[config.mk]
export PLATFORM = sky130hd
export DESIGN_NAME = cfg_crc_monitor
export DESIGN_NICKNAME = d
export VERILOG_FILES = /design/src/rtl/crcmon_pkg.sv /design/src/rtl/crcmon_seq.sv /design/src/rtl/crcmon_engine.sv /design/src/rtl/cfg_crc_monitor.sv
export SDC_FILE = /design/constraint.sdc
export NUM_CORES = 1
export LEC_CHECK = 0
export BUFFER_PORTS_ARGS = -buffer_cell sky130_fd_sc_hd__clkbuf_2
export CAP_MARGIN = 20
export CORE_MARGIN = 2
export CORE_UTILIZATION = 30
export CTS_CLUSTER_DIAMETER = 80
export DETAILED_ROUTE_END_ITERATION = 16
export MAX_ROUTING_LAYER = met4
export PLACE_DENSITY = 0.52
export SYNTH_ARGS = -nofsm -noshare
export SYNTH_HDL_FRONTEND = slang
export SYNTH_SLANG_ARGS = --single-unit
[constraint.sdc]
create_clock -name clk -period 3.95 [get_ports clk]
set_input_delay 0.395 -clock clk [delete_from_list [all_inputs] [get_ports clk]]
set_output_delay 0.395 -clock clk [all_outputs]
set_load 0.02 [all_outputs]
[src/rtl/crcmon_pkg.sv]
package crcmon_pkg;
   localparam logic [31:0] CRC_POLY = 32'hEDB8_8320;
   localparam logic [31:0] CRC_INIT = 32'hFFFF_FFFF;

   typedef enum logic [1:0] {
      ST_IDLE    = 2'd0,
      ST_SCAN    = 2'd1,
      ST_COMPARE = 2'd2,
      ST_RESTART = 2'd3
   } mon_state_t;
endpackage

[src/rtl/crcmon_seq.sv]
module crcmon_seq
   import crcmon_pkg::*;
#(
   parameter int DEPTH  = 64,
   parameter int ADDR_W = $clog2(DEPTH)
) (
   input  logic              clk,
   input  logic              rst_n,
   input  logic              start,
   output mon_state_t        state,
   output logic              rd_en,
   output logic [ADDR_W-1:0] rd_addr,
   output logic              rd_vld
);
   localparam logic [ADDR_W-1:0] LAST = ADDR_W'(DEPTH - 1);

   mon_state_t        st_q;
   logic [ADDR_W-1:0] addr_q;
   logic              vld_q;

   always_ff @(posedge clk or negedge rst_n) begin
      if (!rst_n) begin
         st_q   <= ST_IDLE;
         addr_q <= '0;
         vld_q  <= 1'b0;
      end else begin
         vld_q <= (st_q == ST_SCAN);
         case (st_q)
            ST_IDLE: begin
               if (start) begin
                  st_q   <= ST_SCAN;
                  addr_q <= '0;
               end
            end
            ST_SCAN: begin
               if (addr_q == LAST) st_q <= ST_COMPARE;
               else                addr_q <= addr_q + 1'b1;
            end
            ST_COMPARE: st_q <= ST_RESTART;
            default: begin
               st_q   <= ST_SCAN;
               addr_q <= '0;
            end
         endcase
      end
   end

   assign state   = st_q;
   assign rd_en   = (st_q == ST_SCAN);
   assign rd_addr = addr_q;
   assign rd_vld  = vld_q;

   p_addr_step_r3: assert property (@(posedge clk) disable iff (!rst_n)
      (rd_en && rd_addr != '0) |-> ($past(rd_en) && rd_addr == $past(rd_addr) + 1'b1));
   p_compare_to_restart_r4: assert property (@(posedge clk) disable iff (!rst_n)
      (st_q == ST_COMPARE) |=> (st_q == ST_RESTART));
   p_restart_to_scan_r4: assert property (@(posedge clk) disable iff (!rst_n)
      (st_q == ST_RESTART) |=> (rd_en && rd_addr == '0));
endmodule

[src/rtl/crcmon_engine.sv]
module crcmon_engine
   import crcmon_pkg::*;
#(
   parameter int DATA_W = 32
) (
   input  logic              clk,
   input  logic              rst_n,
   input  logic              clr,
   input  logic              en,
   input  logic [DATA_W-1:0] data,
   output logic [31:0]       crc_final
);
   logic [31:0] crc_q;
   logic [31:0] crc_nx;

   function automatic logic [31:0] fold_word(input logic [31:0] c, input logic [DATA_W-1:0] d);
      logic [31:0] r;
      logic        fb;
      r = c;
      for (int i = 0; i < DATA_W; i++) begin
         fb = r[0] ^ d[i];
         r  = {1'b0, r[31:1]};
         if (fb) r = r ^ CRC_POLY;
      end
      return r;
   endfunction

   assign crc_nx    = fold_word(crc_q, data);
   assign crc_final = ~crc_nx;

   always_ff @(posedge clk or negedge rst_n) begin
      if (!rst_n)   crc_q <= CRC_INIT;
      else if (clr) crc_q <= CRC_INIT;
      else if (en)  crc_q <= crc_nx;
   end

   p_clear_init_r5: assert property (@(posedge clk) disable iff (!rst_n)
      clr |=> (crc_q == CRC_INIT));
endmodule

[src/rtl/cfg_crc_monitor.sv]
module cfg_crc_monitor
   import crcmon_pkg::*;
#(
   parameter int DATA_W = 32,
   parameter int DEPTH  = 64,
   parameter int ADDR_W = (DEPTH > 1) ? $clog2(DEPTH) : 1
) (
   input  logic              clk,
   input  logic              cfg_rst_n,
   input  logic              cfg_done,
   input  logic [31:0]       ref_crc,
   output logic              rd_en,
   output logic [ADDR_W-1:0] rd_addr,
   input  logic [DATA_W-1:0] rd_data,
   output logic [31:0]       signature,
   output logic              crc_error
);
   generate
      if (DATA_W < 1 || DATA_W > 64) begin : g_bad_width
         $error("cfg_crc_monitor: DATA_W must be 1..64");
      end
      if (DEPTH < 2) begin : g_bad_depth
         $error("cfg_crc_monitor: DEPTH must be at least 2");
      end
      if ((1 << ADDR_W) < DEPTH) begin : g_bad_addr
         $error("cfg_crc_monitor: ADDR_W too narrow for DEPTH");
      end
   endgenerate

   mon_state_t  state;
   logic        rd_vld;
   logic        crc_clr;
   logic [31:0] crc_final;
   logic [31:0] store_q;
   logic [31:0] sig_q;
   logic        err_q;
   logic [31:0] sig_nx;
   logic        pass_end;
   logic        load_ref;

   crcmon_seq #(.DEPTH(DEPTH), .ADDR_W(ADDR_W)) u_seq (
      .clk     (clk),
      .rst_n   (cfg_rst_n),
      .start   (cfg_done),
      .state   (state),
      .rd_en   (rd_en),
      .rd_addr (rd_addr),
      .rd_vld  (rd_vld)
   );

   assign crc_clr = (state == ST_IDLE) || (state == ST_RESTART);

   crcmon_engine #(.DATA_W(DATA_W)) u_crc (
      .clk       (clk),
      .rst_n     (cfg_rst_n),
      .clr       (crc_clr),
      .en        (rd_vld),
      .data      (rd_data),
      .crc_final (crc_final)
   );

   assign load_ref = (state == ST_IDLE) && cfg_done;
   assign pass_end = (state == ST_COMPARE);
   assign sig_nx   = crc_final ^ store_q;

   always_ff @(posedge clk or negedge cfg_rst_n) begin
      if (!cfg_rst_n) begin
         store_q <= '0;
         sig_q   <= '0;
         err_q   <= 1'b0;
      end else begin
         if (load_ref) store_q <= ref_crc;
         if (pass_end) begin
            sig_q <= sig_nx;
            err_q <= |sig_nx;
         end
      end
   end

   assign signature = sig_q;
   assign crc_error = err_q;

   p_reset_quiet_r1: assert property (@(posedge clk)
      !cfg_rst_n |=> (!crc_error && !rd_en && signature == '0));
   p_store_hold_r2: assert property (@(posedge clk) disable iff (!cfg_rst_n)
      (state != ST_IDLE && $past(state) != ST_IDLE) |-> $stable(store_q));
   p_err_only_at_end_r7: assert property (@(posedge clk) disable iff (!cfg_rst_n)
      !$past(pass_end) |-> $stable(crc_error));
   p_err_tracks_sig_r7: assert property (@(posedge clk) disable iff (!cfg_rst_n)
      crc_error == (signature != '0));
endmodule

# == Word level (Yosys, flattened, before mapping) ==
# Index checks and enable logic that the tools add are counted.
# Widths: inputs -> output; s select.
# classes
magnitude_cmp,0
n_reduce_logical,7
eq_ne,7
div_mod_pow,0
muxes,40
bitwise,67
shift,0
addsub,1
mul,0
# ops
op,count
$mux 32,34
$not 13->14,32
$not 32->32,1
$reduce_or 32->1,1
$xor 1x1->1,32
$xor 32x32->32,1
$pmux 6 s3,1
$mux 6,2
$add 6x1->6 const B,1
$eq 6x6->1 const B,1
$pmux 2 s3,1
$eq 2x2->1 const B,2
$mux 2,2
$ne 2x2->1 const B,2
$reduce_and 3->1,1
$eq 2x1->1 const B,1
$logic_not 2->1,1
$ne 2x1->1 const B,1
$reduce_and 2->1,1
$reduce_bool 2->1,1
$logic_and 1x1->1,1
$logic_or 1x1->1,1
$not 1->1,1
# word_totals
regBits,106
in_bits,67
word_cells,129
rom_bits,0
ramBits,0
mem_count,0
latch_bits,0

# == Longest topological paths before layout ==
# Gate-level depths: netlist of the first run.
# logic_depth
depth_word,67
depth_mapped,12

# == By module ==
# Synthesis of the first run repeated with hierarchy kept, for this count alone.
# hier_totals
cells_unflattened,666
hier_area_um2,7618.6
# by_module_without_submodules
module,cells_each,seq_area_each_um2,area_per_inst_um2,instances
crcmon_engine,391,840.8,4390.5,1
cfg_crc_monitor,222,1626.6,2712.6,1
crcmon_seq,53,225.2,515.5,1

# == Least setup slack after synthesis of the first run ==
# Ideal clock, no wire load.
# synth_timing
path_kind,reg2reg
start,register u_crc.crc_q[3]
end,"register err_q, in the netlist crc_error"
t_arrival_ns,4.066
path_stages_with_launch,12
path_buffers,0
t_required_ns,3.824
path_slack_ns,-0.242
path_cell_list,dfstp_2 -> xor2_1 -> xnor3_2 -> xnor3_4 -> xnor2_4 -> xnor3_2 -> xor2_4 -> xnor3_1 -> xnor2_1 -> and4_1 -> nand4_1 -> o32a_1
# synth_between
elab_chain_cells,49
elab_cells_between_ends,80
# synth_rtl
item,line,source
"start, declared",crcmon_engine.sv:13,logic [31:0] crc_q;
"start signal, assigned",crcmon_engine.sv:34,else if (en) crc_q <= crc_nx;
$mux 32 (*) (3 in series),crcmon_engine.sv:23,if (fb) r = r ^ CRC_POLY;
$xor 1x1->1 (*),crcmon_engine.sv:21,fb = r[0] ^ d[i];
$mux 32 (*) (6 in series),crcmon_engine.sv:23,
"$xor 1x1->1, or another cell as far along",crcmon_engine.sv:21,
$mux 32 (*),crcmon_engine.sv:23,
$not 13->14 (no line) / $mux 32 (equally long branches),n/a,
$mux 32 (*) (3 in series),crcmon_engine.sv:23,
"$not 13->14 (no line), or another cell as far along",n/a,
(+24 left out),n/a,
$mux 32 (*),crcmon_engine.sv:23,
$not 13->14 (no line),n/a,
$mux 32 (*),crcmon_engine.sv:23,
$not 13->14 (no line) / $mux 32 (equally long branches),n/a,
$mux 32 (*),crcmon_engine.sv:23,
$not 32->32 (*),crcmon_engine.sv:29,assign crc_final = ~crc_nx;
$xor 32x32->32 (*),cfg_crc_monitor.sv:64,assign sig_nx = crc_final ^ store_q;
$reduce_or 32->1 (*),cfg_crc_monitor.sv:75,err_q <= |sig_nx;
"end signal, assigned",cfg_crc_monitor.sv:75,
"end, declared",cfg_crc_monitor.sv:36,logic err_q;
# Mark *: on every way between the ends. The rest lies on a longest branch, timed or not.
# A chain may end at the register's enable or synchronous reset.

# == Final worst setup path of the first run ==
# Same ends and word-level chain as after synthesis.

==> results of run 1 <==
-- cell usage after synthesis (4+ instances only) --
cell type	n	area (µm²)
xnor2_4	8	220.2
nand2_1	71	266.5
o21ai_0	37	185.2
xnor3_2	8	190.2
clkbuf_1	14	52.55
xnor2_2	16	260.3
xnor2_1	158	1384
dfrtp_1	74	1852
nand3_1	4	20.02
buf_1	7	26.28
dfstp_2	32	840.8
a21oi_1	35	175.2
xnor3_1	67	1509
ha_1	5	62.56
mux2_2	34	382.9
xor3_1	10	237.7
nor2_1	36	135.1
xor2_1	39	341.6
nand4_1	5	31.28
-- per-stage QoR --
step | cells | hold WS (ns) | instance area [µm²] | TNS (ns)
2_1_floorplan | 691 | 0.09941 | 8613 | 0
4_1_cts | 1404 | 0.2526 | 11860 | -0.2226
6_report | 1410 | 0.2571 | 11990 | -0.2802
3_3_place_gp | 1372 | 0.3065 | 11220 | -0.5928
3_5_place_dp | 1372 | 0.3099 | 11220 | -0.6107
5_1_grt | 1410 | 0.2493 | 11990 | -0.4631
-- worst min path at each step --
stage                                   to  slack [ns]  cells after the start
after global placement    u_seq.rd_addr[3]        0.31                      1
final                          store_q[25]        0.26                      2
after global routing           store_q[13]        0.25                      2
after CTS                      store_q[13]        0.25                      2
after detailed placement  u_seq.rd_addr[3]        0.31                      1
after floorplan                  crc_error         0.1                      0
-- kinds of logic (layout without fill, tap and decap cells) --
group | after synthesis | count (layout) | share of synthesized area
xor+xnor | 314 | 314 | 0.5079
simple gates | 127 | 127 | 0.06170
flops | 106 | 106 | 0.3161
compound gates | 81 | 81 | 0.05098
mux | 34 | 34 | 0.04495
buf+inv | 24 | 365 | 0.01102
fa+ha+maj | 5 | 5 | 0.007345
-- what timing repair did --
item	CTS	global route
hold buffers	1	0
endpoints found under the hold margin	15	0
gates resized for setup	30	13
buffers inserted	15	5
pin swaps	22	7
setup endpoints to repair	5	6
-- state kept, by name (all words and copies together), names as in the netlist --
name / count
signature: 32
crc_error: 1
u_crc.crc_q: 32
u_seq.rd_vld: 1
u_seq.rd_addr: 6
u_seq.state: 2
store_q: 32
-- metal layers --
metal  wire, µm  global-route usage
met1      12520              0.2645
met2      12450              0.2979
met3        961             0.02129
met4        349             0.03982
met5          0                   -
-- layout make-up --
| class | count | share of cell area |
|---|---|---|
| clock buffers | 10 | 0.01910 |
| clock inverters | 6 | 0.008140 |
| well taps | 378 | 0.03945 |
| flip-flops and latches | 106 | 0.2247 |
| inverters | 2 | 0.0006262 |
| multi-input cells | 561 | 0.5076 |
| repair buffers | 347 | 0.2004 |
-- critical path: cells and delay by family (launching register included) --
| family | cells | cell delay (ns) |
|---|---|---|
| DFF | 1 | 0.62 |
| and+or+nand+nor | 2 | 0.34 |
| buffers and inverters | 4 | 0.68 |
| xor gates and xnor gates | 6 | 2.11 |
| AOI/OAI and AO/OA | 2 | 0.37 |
==> flow_metrics.py, run 1 <==
metrics = {
    "synthesis": {
        "yosys_warnings": 0,
        "syn_area_um2": 8517,
        "synth_fp_nets": 763,
        "synthCells": 691,
        "ys_seq_area_frac": 0.3161,
        "synth_seq_cells": 106,
        "synthFlopType": "dfrtp_1",
        "synthArstFlopShare": 1.000,
        "ys_types": 41,
        "avgSynthCellArea_um2": 12.33,
        "synth-edff-count": 0,
    },
    "worst_setup_path": {
        "r2r_start": "u_crc.crc_q[3]",
        "start_kind": "flop",
        "critPathCapture": "crc_error",
        "cpMostUsedCell": "buf_4",
        "criticalPathCategory": "flop to flop",
        "ff2ff_path_depth": 14,
        "reg2reg_to": "crc_error",
        "path_cells": "xnor2_4 > buf_4 > buf_4 > xnor3_1 > xnor3_1 > buf_4 > xor3_2 > xor3_1 > xnor3_1 > nand4_1 > nor4_2 > buf_4 > o211ai_1 > o32a_1",
        "r2r_slack_ns": -0.28,
        "cp_slowest_cell": "dfstp_2",
        "cp.arrival_ns": 4.48,
        "crit_required_ns": 4.20,
        "path_max_fanout": 4,
        "slowest_delay_ns": 0.62,
        "crit_path_end_kind": "flop",
        "crit_path_start": "u_crc.crc_q[3]",
    },
    "floorplan": {
        "io_pins": 107,
        "die_x_um": 172.5,
        "die_area_um2": 29750,
        "fp.dieH_um": 172.5,
        "start_util": 0.3057,
        "std_cell_rows": 61,
        "core_um2": 27860,
    },
    "global_routing": {
        "antenna_found_initial": 0,
        "grt.overflow.total": 0,
        "grt_pass1_vias": 6434,
        "grt_start_max_net_pins": 65,
        "grt_pass1_wl_mm": 39.55,
        "grt.total_usage": 0.1892,
    },
    "sta": {
        "tightest_slew_ns": 0.8107,
        "min_period_ns": 4.230,
        "rsz0062_at_grt": "true",
        "slew_headroom": 0.4595,
        "fin_crit_sh": 1.071,
        "slew_viol_final": 0,
        "timing.final.hold_violations": 0,
        "setup_viol": 1,
        "max_freq_mhz": 236.4,
        "fin_skew_ns": 0.009781,
        "fin_ws_ns": -0.2802,
    },
    "cts": {
        "cts.sinks": 106,
        "insertion_delay_ns": 0.36,
        "clkTransAtPathRegs_ns": 0.08,
        "clk_path_buf_depth": 2,
        "cts_made_buffers": 9,
        "cts-root-buf": "clkbuf_16",
        "cts_tree": "done",
        "htreeDepth": 3,
    },
    "routing": {
        "ant_nets": 0,
        "wl_mm": 26.28,
        "drtIter0Drc": 305,
        "detail_route.wl_per_cell_um": 18.64,
        "first_pass_iters": 5,
        "avgViaCountPerCell": 4.369,
        "vias": 6160,
        "drc": 0,
    },
    "final_layout": {
        "final_cell_mix": "buf_4 (235), xnor2_1 (137), clkbuf_2 (105), dfrtp_1 (73), nand2_1 (71)",
        "finish.utilization": 0.4304,
        "multi_input_area_um2": 6086,
        "num_antenna_cells": 0,
        "area_growth_pct": 40.77,
        "fill_cells": 2675,
        "nets": 1099,
        "mostFrequentLayoutCell": "buf_4",
        "ff_latch_area_um2": 2694,
        "drive_gt1_frac": 0.5010,
    },
    "place": {
        "globalplace.congestion": 0.8870,
        "io_buffers": 106,
        "hpwl_mm": 21.34,
        "dp_slack_ns": -0.5281,
    },
    "job": {
        "cap_viol_max_count": 0,
    },
    "status": {
        "status": "finished with violations",
        "violations": "setup timing",
    },
    "min_path": {
        "hold_path.startpoint": "ref_crc[25]",
        "hp-class": "input pin to flop",
    },
}
Power of run 1 is left out: the tool's default activity adds up to more than one toggle a clock period on the data nets, which glitch-free logic cannot reach.
==> run 2: changes to the inputs <==
==> constraint.sdc (replaced) <==
create_clock -name clk -period 3.95 [get_ports clk]
set_input_delay 0.79 -clock clk [delete_from_list [all_inputs] [get_ports clk]]
set_output_delay 0.79 -clock clk [all_outputs]
set_load 0.02 [all_outputs]
==> run 2 against run 1 <==
Effect of this change:
- the flow still finishes with violations (setup timing)
- critical path depth fell by 1
- critical path type unchanged
- clock skew fell by 0.0018 ns
- final cell count grew 0.50%
- worst setup slack lost 0.016 ns
- largest cell class unchanged
- global-route usage shrank 0.13 points
==> flow_metrics.py, run 2 (synthesis gave the netlist of run 1 again) <==
metrics = {
    "worst_setup_path": {
        "r2r_start": "u_crc.crc_q[5]",
        "reg2reg_to": "crc_error",
        "ff2ff_path_depth": 13,
        "path_max_fanout": 4,
        "crit_path_end_kind": "flop",
        "r2r_slack_ns": -0.30,
        "start_kind": "flop",
        "crit_path_start": "u_crc.crc_q[5]",
        "critPathCapture": "crc_error",
        "cp.arrival_ns": 4.49,
        "crit_required_ns": 4.19,
        "criticalPathCategory": "flop to flop",
    },
    "cts": {
        "clkTransAtPathRegs_ns": 0.07,
        "clk_path_buf_depth": 2,
        "cts_tree": "done",
        "cts.sinks": 106,
        "insertion_delay_ns": 0.36,
        "cts-root-buf": "clkbuf_16",
        "cts_made_buffers": 9,
        "cts_hold_buf": 0,
        "htreeDepth": 3,
    },
    "routing": {
        "ant_nets": 0,
        "drtIter0Drc": 305,
        "wl_mm": 26.19,
        "detail_route.wl_per_cell_um": 18.48,
        "vias": 6119,
        "avgViaCountPerCell": 4.318,
        "drc": 0,
        "first_pass_iters": 4,
    },
    "floorplan": {
        "core_um2": 27860,
        "start_util": 0.3057,
        "std_cell_rows": 61,
        "io_pins": 107,
        "die_area_um2": 29750,
        "fp.dieH_um": 172.5,
        "die_x_um": 172.5,
    },
    "global_routing": {
        "grt.overflow.total": 0,
        "antenna_found_initial": 0,
        "grt.total_usage": 0.1879,
        "grt_pass1_wl_mm": 39.19,
        "grt_start_max_net_pins": 65,
        "grt_pass1_vias": 6249,
    },
    "sta": {
        "fin_ws_ns": -0.2960,
        "slew_headroom": 0.3108,
        "rsz0062_at_grt": "true",
        "holdWs_ns": 0.4857,
        "fin_crit_sh": 1.075,
        "setup_viol": 4,
        "max_freq_mhz": 235.5,
        "min_period_ns": 4.246,
        "slew_viol_final": 0,
        "tightest_slew_ns": 1.034,
        "timing.final.hold_violations": 0,
        "fin_skew_ns": 0.007940,
    },
    "final_layout": {
        "nets": 1106,
        "final_cell_mix": "buf_4 (241), xnor2_1 (137), clkbuf_2 (104), dfrtp_1 (73), nand2_1 (71)",
        "mostFrequentLayoutCell": "buf_4",
        "num_antenna_cells": 0,
        "area_growth_pct": 42.21,
        "drive_gt1_frac": 0.5053,
        "fill_cells": 2623,
        "fin_area_um2": 12110,
        "finish.utilization": 0.4348,
    },
    "place": {
        "placed_area_um2": 11490,
        "hpwl_mm": 21.55,
        "io_buffers": 106,
        "dp_slack_ns": -0.7331,
        "globalplace.congestion": 0.9014,
    },
    "status": {
        "status": "finished with violations",
        "violations": "setup timing",
    },
    "min_path": {
        "hp-class": "flop to flop",
    },
    "job": {
        "cap_viol_max_count": 0,
    },
}
-- run 2: changes by cell type in the layout (fill, tap and decap cells not counted), moves of 2 or more --
cell	change
xnor2_2	-6
xor2_2	-2
xnor2_4	+6
xor3_2	+2
buf_12	+2
clkinvlp_4	+2
o21ai_1	+2
buf_4	+6
xor3_1	-2
o21ai_0	-2
-- run 2: per-stage QoR --
step                      std cells  setup TNS (ns)
after floorplan                 691         -0.1582
after global placement         1384          -7.192
after detailed placement       1384          -6.723
after CTS                      1406         -0.2955
after global routing           1417          -1.349
final                          1417         -0.4036
-- run 2: final cells by class --
| type | count | area [µm²] | area share |
|---|---|---|---|
| well taps | 378 | 473.0 | 0.03905 |
| multi-input cells | 561 | 6157 | 0.5084 |
| flip-flops and latches | 106 | 2694 | 0.2224 |
| clock inverters | 6 | 73.82 | 0.006095 |
| clock buffers | 10 | 229.0 | 0.01891 |
| repair buffers | 354 | 2477 | 0.2045 |
| inverters | 2 | 7.507 | 0.0006198 |
-- run 2: metal layers --
layer  vias to the layer above  GRT usage  wire, µm
met3                        13    0.01900      1019
met1                      2970     0.2736     12910
met2                       135     0.2861     11940
li1                       3001          -         -
met4                         0    0.03581       314
met5                         -          -         0
-- run 2: worst max-delay path, cell delays in order, from the launching register on --
cell and delay [ns]:
dfstp_2 0.61, buf_4 0.14, xor2_2 0.21, xnor3_2 0.46, xnor3_2 0.45, xnor3_2 0.48, xnor2_1 0.27, xnor2_1 0.17
xnor2_1 0.12, buf_4 0.16, xnor2_1 0.34, and4_1 0.27, nand4_1 0.11, o32a_1 0.33
-- run 2: how the worst min path moves through the flow --
| stage | from | endpoint | slack (ns) | cells past startpoint |
|---|---|---|---|---|
| final | signature[15] | signature[15] | 0.49 | 1 |
| after global routing | signature[15] | signature[15] | 0.51 | 1 |
| after CTS | signature[15] | signature[15] | 0.49 | 1 |
| after detailed placement | signature[15] | signature[15] | 0.47 | 1 |
| after global placement | signature[15] | signature[15] | 0.48 | 1 |
| after floorplan | store_q[18] | store_q[18] | 0.48 | 1 |
-- run 2: repair_timing --
| action | 4_1_cts | 5_1_grt |
|---|---|---|
| setup endpoints to repair | 5 | 11 |
| resized for setup | 15 | 17 |
| cloned | 0 | 0 |
| pin swaps | 9 | 9 |
| setup buffers | 6 | 11 |
Power of run 2 is left out for the same reason.
==> run 3: changes to the inputs <==
Settings changed: CORE_UTILIZATION 30 to 31, PLACE_DENSITY 0.52 to 0.54.
==> run 3 against run 2 <==
Effect of this change:
- the run still ends with setup timing left
- core utilization is 1.2 points higher
- highest routed layer unchanged
- critical endpoint unchanged
- critical path depth stayed put
- fmax is 0.45% higher
==> flow_metrics.py, run 3 (synthesis gave the netlist of run 1 again) <==
metrics = {
    "status": {
        "status": "finished with violations",
        "violations": "setup timing",
    },
    "final_layout": {
        "finish.utilization": 0.4469,
        "fill_cells": 2510,
        "area_growth_pct": 41.43,
        "drive_gt1_frac": 0.5146,
        "final_cell_mix": "buf_4 (227), xnor2_1 (130), clkbuf_2 (105), dfrtp_1 (73), nand2_1 (71)",
        "num_antenna_cells": 0,
        "mostFrequentLayoutCell": "buf_4",
        "nets": 1093,
    },
    "worst_setup_path": {
        "criticalPathCategory": "flop to flop",
        "start_kind": "flop",
        "crit_path_end_kind": "flop",
        "cp_slowest_cell": "dfstp_2",
        "path_max_fanout": 5,
        "crit_required_ns": 4.20,
        "ff2ff_path_depth": 13,
        "r2r_start": "u_crc.crc_q[2]",
        "crit_path_start": "u_crc.crc_q[2]",
        "cp.arrival_ns": 4.47,
        "path_cells": "xnor2_4 > buf_6 > xnor3_2 > xor2_4 > buf_4 > xnor3_2 > xnor3_1 > xnor3_1 > xnor2_2 > nand4_1 > nor4b_2 > o211ai_1 > o32a_1",
        "slowest_delay_ns": 0.62,
    },
    "routing": {
        "wl_mm": 26.13,
        "vias": 6075,
        "detail_route.wl_per_cell_um": 19.12,
        "avgViaCountPerCell": 4.444,
        "drtIter0Drc": 354,
        "first_pass_iters": 4,
        "ant_nets": 0,
        "drc": 0,
    },
    "global_routing": {
        "antenna_found_initial": 0,
        "grt.overflow.total": 0,
        "grt_start_max_net_pins": 107,
        "grt_pass1_wl_mm": 40.31,
        "grt.total_usage": 0.1968,
        "grt_pass1_vias": 6335,
    },
    "place": {
        "hpwl_mm": 21.15,
        "globalplace.congestion": 0.8955,
        "io_buffers": 106,
    },
    "floorplan": {
        "core_um2": 26950,
        "start_util": 0.3160,
        "std_cell_rows": 60,
        "die_x_um": 169.8,
        "die_area_um2": 28820,
        "fp.dieH_um": 169.8,
        "io_pins": 107,
    },
    "cts": {
        "clk_path_buf_depth": 2,
        "clkTransAtPathRegs_ns": 0.08,
        "insertion_delay_ns": 0.36,
        "cts-root-buf": "clkbuf_16",
        "cts_hold_buf": 0,
        "cts_made_buffers": 9,
        "htreeDepth": 3,
        "cts_tree": "done",
        "cts.sinks": 106,
    },
    "sta": {
        "timing.final.hold_violations": 0,
        "slew_viol_final": 0,
        "fin_ws_ns": -0.2769,
        "rsz0062_at_grt": "true",
        "slew_headroom": 0.2969,
        "setup_viol": 1,
        "fin_crit_sh": 1.070,
        "max_freq_mhz": 236.6,
        "fin_skew_ns": 0.009117,
        "min_period_ns": 4.227,
        "tightest_slew_ns": 1.055,
    },
    "job": {
        "cap_viol_max_count": 0,
    },
    "min_path": {
        "hp-class": "input pin to async pin",
    },
}
run 3: changes by cell type in the layout (fill, tap and decap cells not counted), moves of 2 or more:
cell,change
buf_4,-14
xor2_1,-3
xnor2_2,+7
xnor3_2,+5
xor2_2,+3
xnor3_1,-5
xnor2_1,-7
buf_6,+2
o21ai_0,+2
o21ai_1,-2
run 3: critical path: cells and delay by family, from the launching register on:
| family | cells | cell delay (ns) |
|---|---|---|
| compound gates | 2 | 0.44 |
| xor+xnor | 7 | 2.29 |
| buf+inv | 2 | 0.35 |
| flops | 1 | 0.62 |
| simple gates | 2 | 0.39 |
run 3: area by class of cell:
class | instances | area [µm²] | share of cell area
inverter | 2 | 7.507 | 0.0006232
tap | 341 | 426.7 | 0.03542
timing repair buffer | 341 | 2375 | 0.1972
clock inverter | 5 | 60.06 | 0.004986
multi-input combinational | 561 | 6240 | 0.5180
sequential | 106 | 2694 | 0.2236
clock buffer | 11 | 242.7 | 0.02015
run 3: path summary, 6_finish.rpt:
path	end	slack [ns]
max	crc_error	-0.28
min	u_seq.rd_addr[3]	0.48
max reg2reg	crc_error	-0.28
min reg2reg	signature[15]	0.50
max in group asynchronous	store_q[23]	3.01
min in group clk	signature[15]	0.50
run 3: metrics by stage:
| step | std cells | area [µm²] | worst slack, ns | hold slack (ns) | TNS [ns] |
|---|---|---|---|---|---|
| after floorplan | 691 | 8768 | -0.1582 | 0.4812 | -0.1582 |
| after global placement | 1338 | 11360 | -0.8580 | 0.4758 | -6.234 |
| after detailed placement | 1338 | 11360 | -0.8545 | 0.4806 | -6.455 |
| after CTS | 1363 | 11870 | -0.2687 | 0.5067 | -0.2687 |
| after global routing | 1367 | 12050 | -0.4287 | 0.5246 | -0.4440 |
| final | 1367 | 12050 | -0.2769 | 0.4841 | -0.2769 |
run 3: timing repair:
item,in CTS,in global routing
hold endpoints to repair,0,0
resized for setup,24,23
buffers inserted,9,4
pin swaps,21,13
endpoints found under the setup margin,4,13
run 3: per-layer routing:
layer,track usage,part of all wire
met1,0.2767,0.47
met2,0.3130,0.48
met3,0.01982,0.034
met4,0.03605,0.0088
met5,-,0
Power of run 3 is left out for the same reason.
